## src/rtl/apc_pkg.sv

```systemverilog
package apc_pkg;
    typedef enum logic [1:0] {
        MODE_TX     = 2'b00,
        MODE_RX     = 2'b01,
        MODE_DUPLEX = 2'b10
    } op_mode_e;

    // bit 0 = primary active ... bit 5 = receive pause
    typedef struct packed {
        logic rx_pause;
        logic rx_act;
        logic sec_pause;
        logic sec_act;
        logic pri_pause;
        logic pri_act;
    } path_bits_t;

    localparam logic [1:0] ADDR_MAIN   = 2'd0;
    localparam logic [1:0] ADDR_SEC    = 2'd1;
    localparam logic [1:0] ADDR_STATUS = 2'd2;
    localparam int         NUM_FIFOS   = 3;
endpackage

```

## src/rtl/apc_fifo.sv

```systemverilog
module apc_fifo #(
    parameter int W           = 32,
    parameter int DEPTH       = 16,
    parameter bit FLAG_ON_POP = 1'b0,
    localparam int AW = $clog2(DEPTH),
    localparam int CW = AW + 1
) (
    input  logic          clk,
    input  logic          rst_n,
    input  logic          flush,
    input  logic          push,
    input  logic [W-1:0]  wdata,
    input  logic          pop,
    output logic [W-1:0]  rdata,
    output logic [CW-1:0] count,
    output logic          drop
);
    typedef struct packed {
        logic [AW-1:0] wptr;
        logic [AW-1:0] rptr;
        logic [CW-1:0] cnt;
    } fifo_st_t;

    fifo_st_t st_d, st_q;
    logic [W-1:0] mem [DEPTH];
    logic do_push, do_pop, is_full, is_empty;

    always_comb begin
        is_full  = (st_q.cnt == CW'(DEPTH));
        is_empty = (st_q.cnt == '0);
        do_push  = push && !is_full && !flush;
        do_pop   = pop && !is_empty && !flush;
        st_d     = st_q;
        if (flush) begin
            st_d = '0;
        end else begin
            if (do_push) st_d.wptr = st_q.wptr + AW'(1);
            if (do_pop)  st_d.rptr = st_q.rptr + AW'(1);
            st_d.cnt = st_q.cnt + CW'(do_push) - CW'(do_pop);
        end
    end

    always_ff @(posedge clk) begin
        if (!rst_n) st_q <= '0;
        else        st_q <= st_d;
    end

    always_ff @(posedge clk) begin
        if (do_push) mem[st_q.wptr] <= wdata;
    end

    generate
        if (FLAG_ON_POP) begin : g_pop_flag
            assign drop = pop && is_empty && !flush;
        end else begin : g_push_flag
            assign drop = push && is_full && !flush;
        end
    endgenerate

    assign rdata = mem[st_q.rptr];
    assign count = st_q.cnt;

    AST_FLUSH_EMPTIES: assert property (@(posedge clk) disable iff (!rst_n)
        flush |=> (count == '0));
    AST_COUNT_BOUND: assert property (@(posedge clk) disable iff (!rst_n)
        count <= CW'(DEPTH));
    AST_FULL_NO_GROW: assert property (@(posedge clk) disable iff (!rst_n)
        (count == CW'(DEPTH) && !pop && !flush) |=> (count == CW'(DEPTH)));
endmodule

```

## src/rtl/apc_path_ctrl.sv

```systemverilog
module apc_path_ctrl
    import apc_pkg::*;
(
    input  logic                 clk,
    input  logic                 rst_n,
    input  logic                 we,
    input  logic [1:0]           addr,
    input  logic [7:0]           wdata,
    input  logic [NUM_FIFOS-1:0] drop_evt,
    output path_bits_t           paths,
    output logic [NUM_FIFOS-1:0] flush,
    output logic [NUM_FIFOS-1:0] flags,
    output logic                 glob_en,
    output op_mode_e             mode,
    output logic                 tx_pause,
    output logic                 rx_pause
);
    typedef struct packed {
        path_bits_t            paths;
        logic [NUM_FIFOS-1:0]  flush;   // 0 primary, 1 secondary, 2 receive
        logic [NUM_FIFOS-1:0]  flags;
        logic                  glob_en;
        op_mode_e              mode;
        logic                  tx_pause;
        logic                  rx_pause;
    } ctrl_st_t;

    ctrl_st_t st_d, st_q;
    logic tx_run, rx_run;

    always_comb begin
        st_d = st_q;
        if (we && addr == ADDR_MAIN) begin
            st_d.paths    = path_bits_t'(wdata[5:0]);
            st_d.flush[0] = wdata[6];
            st_d.flush[2] = wdata[7];
        end
        if (we && addr == ADDR_SEC) begin
            st_d.flush[1] = wdata[0];
        end
        tx_run = (st_d.paths.pri_act && !st_d.paths.pri_pause) ||
                 (st_d.paths.sec_act && !st_d.paths.sec_pause);
        rx_run = st_d.paths.rx_act && !st_d.paths.rx_pause;
        st_d.glob_en  = tx_run || rx_run;
        st_d.tx_pause = !tx_run;
        st_d.rx_pause = !rx_run;
        if (tx_run && rx_run) st_d.mode = MODE_DUPLEX;
        else if (rx_run)      st_d.mode = MODE_RX;
        else                  st_d.mode = MODE_TX;
        st_d.flags = st_q.flags | drop_evt;
    end

    always_ff @(posedge clk) begin
        if (!rst_n) begin
            st_q          <= '0;
            st_q.mode     <= MODE_TX;
            st_q.tx_pause <= 1'b1;
            st_q.rx_pause <= 1'b1;
        end else begin
            st_q <= st_d;
        end
    end

    assign paths    = st_q.paths;
    assign flush    = st_q.flush;
    assign flags    = st_q.flags;
    assign glob_en  = st_q.glob_en;
    assign mode     = st_q.mode;
    assign tx_pause = st_q.tx_pause;
    assign rx_pause = st_q.rx_pause;

    AST_TX_RUN_ENABLES: assert property (@(posedge clk) disable iff (!rst_n)
        !tx_pause |-> glob_en);
    AST_IDLE_STATE: assert property (@(posedge clk) disable iff (!rst_n)
        !glob_en |-> (tx_pause && rx_pause && mode == MODE_TX));
    AST_MODE_LEGAL: assert property (@(posedge clk) disable iff (!rst_n)
        mode != op_mode_e'(2'b11));
    AST_DUPLEX_MODE: assert property (@(posedge clk) disable iff (!rst_n)
        (!tx_pause && !rx_pause) |-> (mode == MODE_DUPLEX));
    AST_STICKY_FLAGS: assert property (@(posedge clk) disable iff (!rst_n)
        1'b1 |=> ((flags & $past(flags)) == $past(flags)));
endmodule

```

## src/rtl/audio_path_ctrl.sv

```systemverilog
module audio_path_ctrl
    import apc_pkg::*;
#(
    parameter int W     = 32,
    parameter int DEPTH = 16,
    localparam int CW = $clog2(DEPTH) + 1
) (
    input  logic         clk,
    input  logic         rst_n,
    input  logic         reg_we,
    input  logic [1:0]   reg_addr,
    input  logic [7:0]   reg_wdata,
    output logic [31:0]  reg_rdata,
    input  logic         txp_push,
    input  logic [W-1:0] txp_wdata,
    input  logic         txs_push,
    input  logic [W-1:0] txs_wdata,
    input  logic         rx_pop,
    output logic [W-1:0] rx_rdata,
    input  logic         ser_txp_pop,
    output logic [W-1:0] ser_txp_data,
    input  logic         ser_txs_pop,
    output logic [W-1:0] ser_txs_data,
    input  logic         ser_rx_push,
    input  logic [W-1:0] ser_rx_data,
    output logic         glob_en,
    output logic [1:0]   op_mode,
    output logic         tx_ch_pause,
    output logic         rx_ch_pause
);
    path_bits_t           paths;
    logic [NUM_FIFOS-1:0] flush, flags, drop_evt;
    op_mode_e             mode;
    logic [CW-1:0]        cnt [NUM_FIFOS];

    apc_path_ctrl u_ctrl (
        .clk      (clk),
        .rst_n    (rst_n),
        .we       (reg_we),
        .addr     (reg_addr),
        .wdata    (reg_wdata),
        .drop_evt (drop_evt),
        .paths    (paths),
        .flush    (flush),
        .flags    (flags),
        .glob_en  (glob_en),
        .mode     (mode),
        .tx_pause (tx_ch_pause),
        .rx_pause (rx_ch_pause)
    );

    apc_fifo #(.W(W), .DEPTH(DEPTH), .FLAG_ON_POP(1'b0)) u_txp_fifo (
        .clk(clk), .rst_n(rst_n), .flush(flush[0]),
        .push(txp_push), .wdata(txp_wdata), .pop(ser_txp_pop),
        .rdata(ser_txp_data), .count(cnt[0]), .drop(drop_evt[0])
    );

    apc_fifo #(.W(W), .DEPTH(DEPTH), .FLAG_ON_POP(1'b0)) u_txs_fifo (
        .clk(clk), .rst_n(rst_n), .flush(flush[1]),
        .push(txs_push), .wdata(txs_wdata), .pop(ser_txs_pop),
        .rdata(ser_txs_data), .count(cnt[1]), .drop(drop_evt[1])
    );

    apc_fifo #(.W(W), .DEPTH(DEPTH), .FLAG_ON_POP(1'b1)) u_rx_fifo (
        .clk(clk), .rst_n(rst_n), .flush(flush[2]),
        .push(ser_rx_push), .wdata(ser_rx_data), .pop(rx_pop),
        .rdata(rx_rdata), .count(cnt[2]), .drop(drop_evt[2])
    );

    assign op_mode = mode;

    always_comb begin
        reg_rdata = '0;
        case (reg_addr)
            ADDR_MAIN: begin
                reg_rdata[5:0]   = paths;
                reg_rdata[6]     = flush[0];
                reg_rdata[7]     = flush[2];
                reg_rdata[8]     = glob_en;
                reg_rdata[9]     = tx_ch_pause;
                reg_rdata[10]    = rx_ch_pause;
                reg_rdata[13:12] = mode;
            end
            ADDR_SEC:    reg_rdata[0] = flush[1];
            ADDR_STATUS: begin
                for (int i = 0; i < NUM_FIFOS; i++) begin
                    reg_rdata[i*8 +: CW] = cnt[i];
                end
                reg_rdata[26:24] = flags;
            end
            default: reg_rdata = '0;
        endcase
    end
endmodule

```

## config.mk

```make
export PLATFORM = sky130hd
export DESIGN_NAME = audio_path_ctrl
export DESIGN_NICKNAME = d
export VERILOG_FILES = /design/src/rtl/apc_pkg.sv /design/src/rtl/apc_fifo.sv /design/src/rtl/apc_path_ctrl.sv /design/src/rtl/audio_path_ctrl.sv
export SDC_FILE = /design/constraint.sdc
export NUM_CORES = 1
export LEC_CHECK = 0
export BUFFER_PORTS_ARGS = -buffer_cell sky130_fd_sc_hd__buf_2
export CAP_MARGIN = 5
export CORE_MARGIN = 3
export CORE_UTILIZATION = 43
export CTS_BUF_LIST = sky130_fd_sc_hd__clkbuf_2
export DETAILED_ROUTE_END_ITERATION = 7
export GPL_ROUTABILITY_DRIVEN = 0
export GPL_TIMING_DRIVEN = 0
export PLACE_DENSITY = 0.59
export SLEW_MARGIN = 25
export SYNTH_ARGS = -nofsm -noshare
export SYNTH_HDL_FRONTEND = slang
export SYNTH_SLANG_ARGS = --single-unit
```

## constraint.sdc

```tcl
create_clock -name clk -period 5.5 [get_ports clk]
set_input_delay 0.55 -clock clk [delete_from_list [all_inputs] [get_ports clk]]
set_output_delay 0.55 -clock clk [all_outputs]
set_load 0.005 [all_outputs]
```

-- Word-level counts from Yosys, hierarchy flattened
Memories as Yosys holds them, arrays and structs flattened. A register that Yosys moved wholly into a read port is not among the register bits.
Index checks and enable logic that the tools add are counted.
- output and inout bits: 133
- bits of input ports: 115
- bits in writable memories: 1536
- memories: 3
- logic and storage cells: 117
- register bits after elaboration: 56
- reductions and logical operators: 48
- bitwise operators: 2
- eq/ne operators: 5
- muxes and demuxes: 24
- $add $sub $neg: 12
- memories (name ; words ; width ; read ports ; clocked after memory_dff ; wr ports ; line ; source):
    u_rx_fifo.mem ; 16 ; 32 ; 1 ; 1 ; 1 ; apc_fifo.sv:25 ; logic [W-1:0] mem [DEPTH];
    u_txp_fifo.mem ; 16 ; 32 ; 1 ; 1 ; 1 ; apc_fifo.sv:25 ;
    u_txs_fifo.mem ; 16 ; 32 ; 1 ; 1 ; 1 ; apc_fifo.sv:25 ;
- operator list (cell ; count):
    $add A4 B1 Y4 const B ; 6
    $logic_and A1 B1 Y1 ; 24
    $mux W4 ; 6
    $add A5 B1 Y5 ; 3
    $eq A5 B5 Y1 const B ; 3
    $logic_not A5 Y1 ; 3
    $sub A5 B1 Y5 ; 3
    $logic_not A1 Y1 ; 14
    $mux W1 ; 9
    $pmux W4 S2 ; 1
    $reduce_or A2 Y1 ; 4
    $mux W7 ; 1
    $mux W3 ; 2
    $pmux W3 S2 ; 1
    $mux W5 ; 1
    $or A3 B3 Y3 ; 1
    $pmux W1 S3 ; 1
    $eq A2 B1 Y1 const B ; 1
    $eq A2 B2 Y1 const B ; 1
    $logic_not A2 Y1 ; 1
    $logic_or A1 B1 Y1 ; 2
    $mux W2 ; 1
    $pmux W1 S2 ; 1
    $not A1 Y1 ; 1

-- Longest topological paths before layout
Gate-level depths: netlist of the first run.
- depth after elaboration: 8
- mapped depth: 13
- mapped depth without buffers: 13

-- By module
From an unflattened synthesis of the first run, not the netlist that was laid out.
- cell total of the unflattened synthesis: 2818
- area total of the unflattened synthesis: 61208.7 µm²
- by module, submodules not included (module ; cells an instance ; area an instance (µm²) ; sequential area each (µm²) ; instances):
    apc_fifo at u_txp_fifo ... ; 899 ; 20066.7 ; 15715.1 ; 2
    apc_fifo at u_rx_fifo ; 900 ; 20069.2 ; 15715.1 ; 1
    apc_path_ctrl ; 73 ; 683.2 ; 340.3 ; 1
    audio_path_ctrl ; 47 ; 322.8 ; 0.0 ; 1

-- Worst setup path after synthesis of the first run
OpenSTA, ideal clock, no wires.
- path type: flip-flop to flip-flop
- from: register u_txp_fifo.st_q, in the netlist u_txp_fifo.count[2]
- to: memory u_txp_fifo.mem[5][0], enable pin
- path buffers: 0
- arrival time: 3.969 ns
- stages on the path, launching flop included: 5
- clock period less this slack: 4.471 ns
- setup slack: 1.029 ns
- library setup time: 0.501 ns
- cell sequence: dfxtp_1 inv_1 ha_1 and4bb_2 nor4_1
- cells in the longest elaborated chain, start to end: 6
- RTL lines (element ; line ; source):
    start: declaration ; apc_fifo.sv:24 ; fifo_st_t st_d, st_q;
    start signal: assignment ; apc_fifo.sv:45 ; else st_q <= st_d;
    $eq A5 B5 Y1 ; apc_fifo.sv:29 ; is_full = (st_q.cnt == CW'(DEPTH));
    $logic_not A1 Y1 ; apc_fifo.sv:31 ; do_push = push && !is_full && !flush;
    $logic_and A1 B1 Y1 (2 in a row) ; apc_fifo.sv:31 ;
    $mux W1 ; apc_fifo.sv:49 ; if (do_push) mem[st_q.wptr] <= wdata;
    $mux W1 (implied by the code) ; apc_fifo.sv:49 ;
    end: declaration ; apc_fifo.sv:25 ;
Every way passes these cells.

==> results of run 1 <==
## layout make-up
type / count / share of cell area, %
Clock inverter: 118 / 0.8577
Timing Repair Buffer: 665 / 7.578
Sequential cell: 1604 / 65.37
Clock buffer: 547 / 3.769
Antenna cell: 8 / 0.02756
Buffer: 155 / 1.058
Tap cell: 1876 / 3.231
Inverter: 43 / 0.2222
Multi-Input combinational cell: 1015 / 17.89
## cells in the mapped netlist (2+ instances only)
cell / number / area (sq um)
a22oi_1: 194 / 1456
buf_6: 2 / 22.52
nor3_1: 8 / 40.04
and2_1: 24 / 150.1
clkbuf_1: 66 / 247.7
mux4_2: 384 / 8648
nor2b_1: 16 / 100.1
o21ai_0: 5 / 25.02
dfxtp_1: 68 / 1361
a21oi_1: 14 / 70.07
nand3_1: 12 / 60.06
buf_4: 39 / 292.8
nand4bb_1: 3 / 33.78
nor2_1: 72 / 270.3
nor4bb_1: 2 / 20.02
nand3b_1: 2 / 15.01
mux2i_1: 12 / 120.1
buf_1: 28 / 105.1
a21boi_0: 10 / 75.07
a21o_1: 3 / 22.52
ha_1: 32 / 400.4
xnor2_1: 21 / 183.9
edfxtp_1: 1536 / 46120
nor4_1: 18 / 112.6
and4bb_2: 2 / 25.02
nand2_1: 133 / 499.2
xor2_1: 6 / 52.55
buf_2: 20 / 100.1
nor3b_1: 9 / 67.56
nor4b_1: 5 / 43.79
or3_1: 2 / 12.51
fa_1: 3 / 60.06
inv_1: 43 / 161.4
nand2b_1: 7 / 43.79
## how the worst max path moves through the flow
stage                                    from                         endpoint  depth (start not counted)
5_1_grt                             flip-flop                     rx_rdata[11]                          6
3_5_place_dp   u_txs_fifo.count[2]$_SDFF_PP0_   u_txs_fifo.count[4]$_SDFF_PP0_                         12
4_1_cts                             flip-flop                      rx_rdata[9]                          6
3_3_place_gp   u_txs_fifo.count[2]$_SDFF_PP0_  u_txs_fifo.mem[4][22]$_DFFE_PP_                          4
6_report                            flip-flop                      rx_rdata[9]                          6
2_1_floorplan  u_txp_fifo.count[2]$_SDFF_PP0_   u_txp_fifo.mem[5][0]$_DFFE_PP_                          4
## sequential cells by signal, indices dropped and copies added (netlist names), 6 cells and up, named ones only
name,flops
u_txs_fifo.mem,512
u_rx_fifo.st_q,8
u_rx_fifo.mem,512
u_ctrl.paths,6
u_txp_fifo.st_q,8
u_txp_fifo.mem,512
u_txs_fifo.st_q,8
## cells by family (layout without fill, tap and decap cells)
| family | Yosys count | in the layout | synth area share (%) |
|---|---|---|---|
| buf+inv | 198 | 1528 | 1.522 |
| compound gates | 229 | 229 | 2.741 |
| flops | 1604 | 1604 | 77.75 |
| simple gates | 317 | 317 | 2.466 |
| other cells | 1 | 18 | 0.006140 |
| xor+xnor | 27 | 27 | 0.3872 |
| mux | 397 | 397 | 14.37 |
| fa+ha+maj | 35 | 35 | 0.7539 |
## critical path: stages, from the launching register on
cell	delay (ps)
dfxtp_1	390
buf_2	290
buf_1	860
mux4_2	430
a22oi_1	240
nand2_1	170
buf_2	170
## power by group through the flow
stage / Combinational, mW / Sequential (mW) / Clock [mW]
2_1_floorplan: 3.63 / 14.2 / 0
3_3_place_gp: 5.29 / 14.2 / 0
3_5_place_dp: 5.55 / 14.2 / 0
4_1_cts: 5.72 / 13.9 / 7.76
5_1_grt: 6.06 / 14.0 / 8.45
6_report: 5.62 / 13.9 / 7.49
## routing by layer
| metal | up-vias | GRT usage [%] |
|---|---|---|
| met1 | 16940 | 27.10 |
| met2 | 1353 | 34.14 |
| met5 | - | 0 |
| met4 | 6 | 6.572 |
| li1 | 14110 | - |
| met3 | 246 | 5.458 |
==> flow_summary.ini, run 1 <==
[run_status]
run_status = completed

[yosys]
ys_dominant_reg_cell = edfxtp_1
yosysUniqueCellTypes = 41
synth_seq_area_share_pct = 77.75
syn_area_sq_um = 61080
yosysWarningCount = 0
post_synth.cell_area_avg_sq_um = 21.75
synthesis.instances = 2808
synth_async_sr_flop_share_pct = 0
synth-edff-count = 1536
seq_cells_post_synth = 1604

[sta]
hold_violations = 0
final.setup.tns_ps = 0
worst_slew_slack_as_a_fraction_of_its_limit_pct = 24.77
timing_worst_slew_pin_value_ps = 1128
rsz0062_at_grt = no
final.setup_skew_ps = 231.8
post-route-worst-setup-slack_ps = 685.0
timing.final.crit_share_pct = 87.55
fmax_mhz = 207.7
hold_ws_ps = 400.0
timing.final.crit_period_ps = 4815
finalSetupViolations = 0
slew_viol_final = 0

[clock_tree]
root_buffer = clkbuf_2
tritoncts = done
clockBufferDepth = 4
cts_repair_resized_insts = 0
cts_made_buffers = 406
cts.htree.levels = 5
cts.reportedPaths.clkPinSlew_ps = 110
cts_hold_buf = 251
cts.repair_timing.setup_buffer_count = 0
worst_skew_pair.late_latency_ps = 1730
tritoncts_num_sinks = 1604

[power]
power.share.switching_pct = 28.15
power_frac_comb_pct = 20.8
p_sw_mw = 7.608
power.static_leakage_nw = 24.34
power_mw = 27.03
pwr-share-seq_pct = 51.5
vdd_drop_max_mv = 0.2472
internal_power_mw = 19.42
power_frac_clock_pct = 27.7
power_density_nw_per_um2 = 372.1

[place]
dpl-instance-area_sq_um = 66750
place_hpwl_um = 99630
dp_worst_setup_slack_ps = 2219
dp.cells = 5107
port_buffers = 237

[setup_path]
critPathKind = reg -> out
worstSetupEndpointType = output port
rr_startpoint = u_txs_fifo.count[2]$_SDFF_PP0_
arrival_ps = 4270
critical_path_required_ps = 4950
worst-r2r-cell-count = 9
worst-r2r-setup-slack_ps = 2150
worst_r2r_endpoint = u_txs_fifo.mem[15][8]$_DFFE_PP_
path_max_fanout = 10
worstSetupStartpointType = flip-flop

[hold_path]
hold_path_class = in -> reg
worst_hold_path.num_cells = 5
hold_path_end = u_ctrl.glob_en$_SDFF_PN0_
timing.hold.worst.start = reg_wdata[5]

[routing]
drt-met1-wl_um = 61300
maxUsedRoutingLayer = met5
drc_violations_left = 0
routed_wire_length_per_instance_um = 25.09
met3_layer_wire_length_in_the_routed_design_um = 11530
met2WireLength_um = 75360
routed_via_count = 32650
post_drt_via_cell_ratio = 5.414
drtPass1Iterations = 7
drt-total-wl_um = 151300
drt_iter0_drc = 2864
postRouteAntennaNets = 0

[final_layout]
stdcell_count = 6031
final_layout_size_suffix_gt1_share_pct = 35.81
postLayoutCoreUtil_pct = 51.81
fillCellCount = 11380
commonest_cells_after_routing_fill_and_taps_aside = edfxtp_1, clkbuf_2, mux4_2, buf_2, dlygate4sd3_1
post-route-cell-area_sq_um = 72640
finalNetCount = 4040
final_common_cell = edfxtp_1
area.growth.synth_to_final_pct = 18.94
area_used_by_sequential_logic_in_the_layout_sq_um = 47490
multi_input_area_sq_um = 13000

[die]
die_height_um = 382.9
die_area_sq_um = 146600
core_region_area_sq_um = 140200
x_dimension_of_the_die_um = 382.9
floorplan.io_pins = 248
num_rows = 137
floorplan.initialDensity_pct = 43.56

[grt]
first_global_vias = 34940
maximum_number_of_pins_on_one_net_before_global_route_repair = 33
grt_overflow = 0
grt_pass1_wl_um = 222300
antenna_found_initial = 15
grt_use_total_pct = 20.74

[run]
maxCapViolCount = 0
Power figures use the tool's default switching activity.
==> run 2: changes to the inputs <==
- GPL_TIMING_DRIVEN: 0 -> not set
==> run 2 against run 1 <==
- sequential share of layout area increased by 1.5 points
- sequential power about the same
- combinational power decreased by 12%
- critical path depth decreased by 1
- count of clock-buffer cells in the layout increased by 26
- non-clock buffer count decreased by 246
- global-route usage decreased by 0.60 points
- setup slack improved by 7.2 ps
- first-iteration DRC count decreased by 13%
==> flow_summary.ini, run 2 (synthesis gave the netlist of run 1 again) <==
[sta]
timing.final.crit_period_ps = 4808
final.setup.tns_ps = 0
slew_viol_final = 0
final.setup_skew_ps = 180.1
fmax_mhz = 208.0
hold_violations = 0
worst_slew_slack_as_a_fraction_of_its_limit_pct = 22.10
rsz0062_at_grt = no
timing.final.crit_share_pct = 87.42
finalSetupViolations = 0
hold_ws_ps = 351.4
timing_worst_slew_pin_value_ps = 1168

[setup_path]
worst-r2r-cell-count = 8
slowest_delay_ps = 890
critPathKind = reg -> out
worst-r2r-setup-slack_ps = 2060
path_delay_family = flip-flops
rr_startpoint = u_txs_fifo.count[2]$_SDFF_PP0_
worstSetupEndpointType = output port
critical_path_required_ps = 4950
cpMaxStageDelayCell = dfxtp_4
worst_r2r_endpoint = u_txs_fifo.mem[14][4]$_DFFE_PP_
worstSetupStartpointType = flip-flop
timing.critical_path.cells = buf_4, mux4_2, a22oi_1, nand2_1, buf_2
arrival_ps = 4260
path_max_fanout = 38
critical_path.n_buffers_inverters = 2

[routing]
met2WireLength_um = 73310
drt-met1-wl_um = 60110
drt-total-wl_um = 147100
met3_layer_wire_length_in_the_routed_design_um = 11270
drc_violations_left = 0
maxUsedRoutingLayer = met5
postRouteAntennaNets = 0
post_drt_via_cell_ratio = 5.441
routed_wire_length_per_instance_um = 25.23
drtPass1Iterations = 6
routed_via_count = 31740
drt_iter0_drc = 2492

[clock_tree]
cts.htree.levels = 5
tritoncts_num_sinks = 1604
cts.reportedPaths.clkPinSlew_ps = 110
cts_hold_buf = 250
cts_repair_resized_insts = 0
worst_skew_pair.late_latency_ps = 1790
root_buffer = clkbuf_2
cts.repair_timing.setup_buffer_count = 0
cts_made_buffers = 403
tritoncts = done
clockBufferDepth = 4

[run]
maxCapViolCount = 0

[power]
vdd_drop_max_mv = 0.2059
power_density_nw_per_um2 = 377.0
power_mw = 26.80
power.static_leakage_nw = 23.39

[final_layout]
final_layout_size_suffix_gt1_share_pct = 35.03
fillCellCount = 11590
final_common_cell = edfxtp_1
commonest_cells_after_routing_fill_and_taps_aside = edfxtp_1, clkbuf_2, mux4_2, dlygate4sd3_1, buf_2
regs_by_ff_count = u_rx_fifo.mem x512, u_txp_fifo.mem x512, u_txs_fifo.mem x512
finalNetCount = 3791
post-route-cell-area_sq_um = 71080
area.growth.synth_to_final_pct = 16.37

[die]
floorplan.io_pins = 248
die_area_sq_um = 146600
floorplan.initialDensity_pct = 43.56
core_region_area_sq_um = 140200
x_dimension_of_the_die_um = 382.9
num_rows = 137
die_height_um = 382.9

[grt]
maximum_number_of_pins_on_one_net_before_global_route_repair = 70
grt_pass1_wl_um = 217100
grt_overflow = 0
antenna_found_initial = 16
grt_use_total_pct = 20.14
first_global_vias = 34290

[hold_path]
hold_path_class = in -> reg
timing.hold.worst.start = reg_wdata[5]
hold_path_end = u_ctrl.mode[0]$_SDFF_PP0_
worst_hold_path.num_cells = 6

[run_status]
run_status = completed

[place]
place_hpwl_um = 81410
dpl-instance-area_sq_um = 64980
port_buffers = 237
## run 2: stage by stage
step | utilization [%] | cells | setup slack [ps]
finish | 50.69 | 5833 | 692.2
global route | 50.67 | 5824 | 250.6
floorplan | - | 2817 | 1029
CTS | 50.64 | 5817 | 278.2
global placement | 46.34 | 4861 | 2261
detailed placement | 46.34 | 4861 | 2084
## run 2: how the worst max path moves through the flow
stage	slack [ps]	cells past startpoint	to
after global placement	2260	8	u_txs_fifo.mem[14][3]$_DFFE_PP_
after floorplan	1030	4	u_txp_fifo.mem[5][0]$_DFFE_PP_
after CTS	280	5	ser_txp_data[18]
final	690	5	ser_txs_data[2]
after detailed placement	2080	8	u_txs_fifo.mem[14][7]$_DFFE_PP_
after global routing	250	5	ser_txs_data[2]
## run 2: worst register-to-register path, cell delays in order (launching register included)
cell,delay (ps)
dfxtp_1,600
inv_1,130
ha_1,260
nand4bb_1,160
nand2_1,230
inv_1,220
nand3_1,350
nor2_4,720
buf_4,440
## run 2: where the power goes
| group | internal, mW | switching [mW] | total, mW |
|---|---|---|---|
| clock network | 3.03 | 4.62 | 7.65 |
| registers | 13.8 | 0.447 | 14.2 |
| logic | 2.58 | 2.35 | 4.93 |
## run 2: final cells by class
type	count	area (sq um)	share of cell area [%]
Clock buffer	573	2868	4.035
Tap cell	1876	2347	3.302
Timing Repair Buffer	574	4442	6.249
Clock inverter	133	659.4	0.9277
Sequential cell	1604	47510	66.84
Antenna cell	15	37.54	0.05281
Inverter	43	161.4	0.2271
Multi-Input combinational cell	1015	13050	18.37
## run 2: layer usage
| layer | GRT usage (%) | vias up |
|---|---|---|
| met1 | 26.54 | 16600 |
| met5 | 0 | - |
| li1 | - | 13640 |
| met3 | 5.436 | 201 |
| met2 | 32.99 | 1292 |
| met4 | 5.984 | 8 |
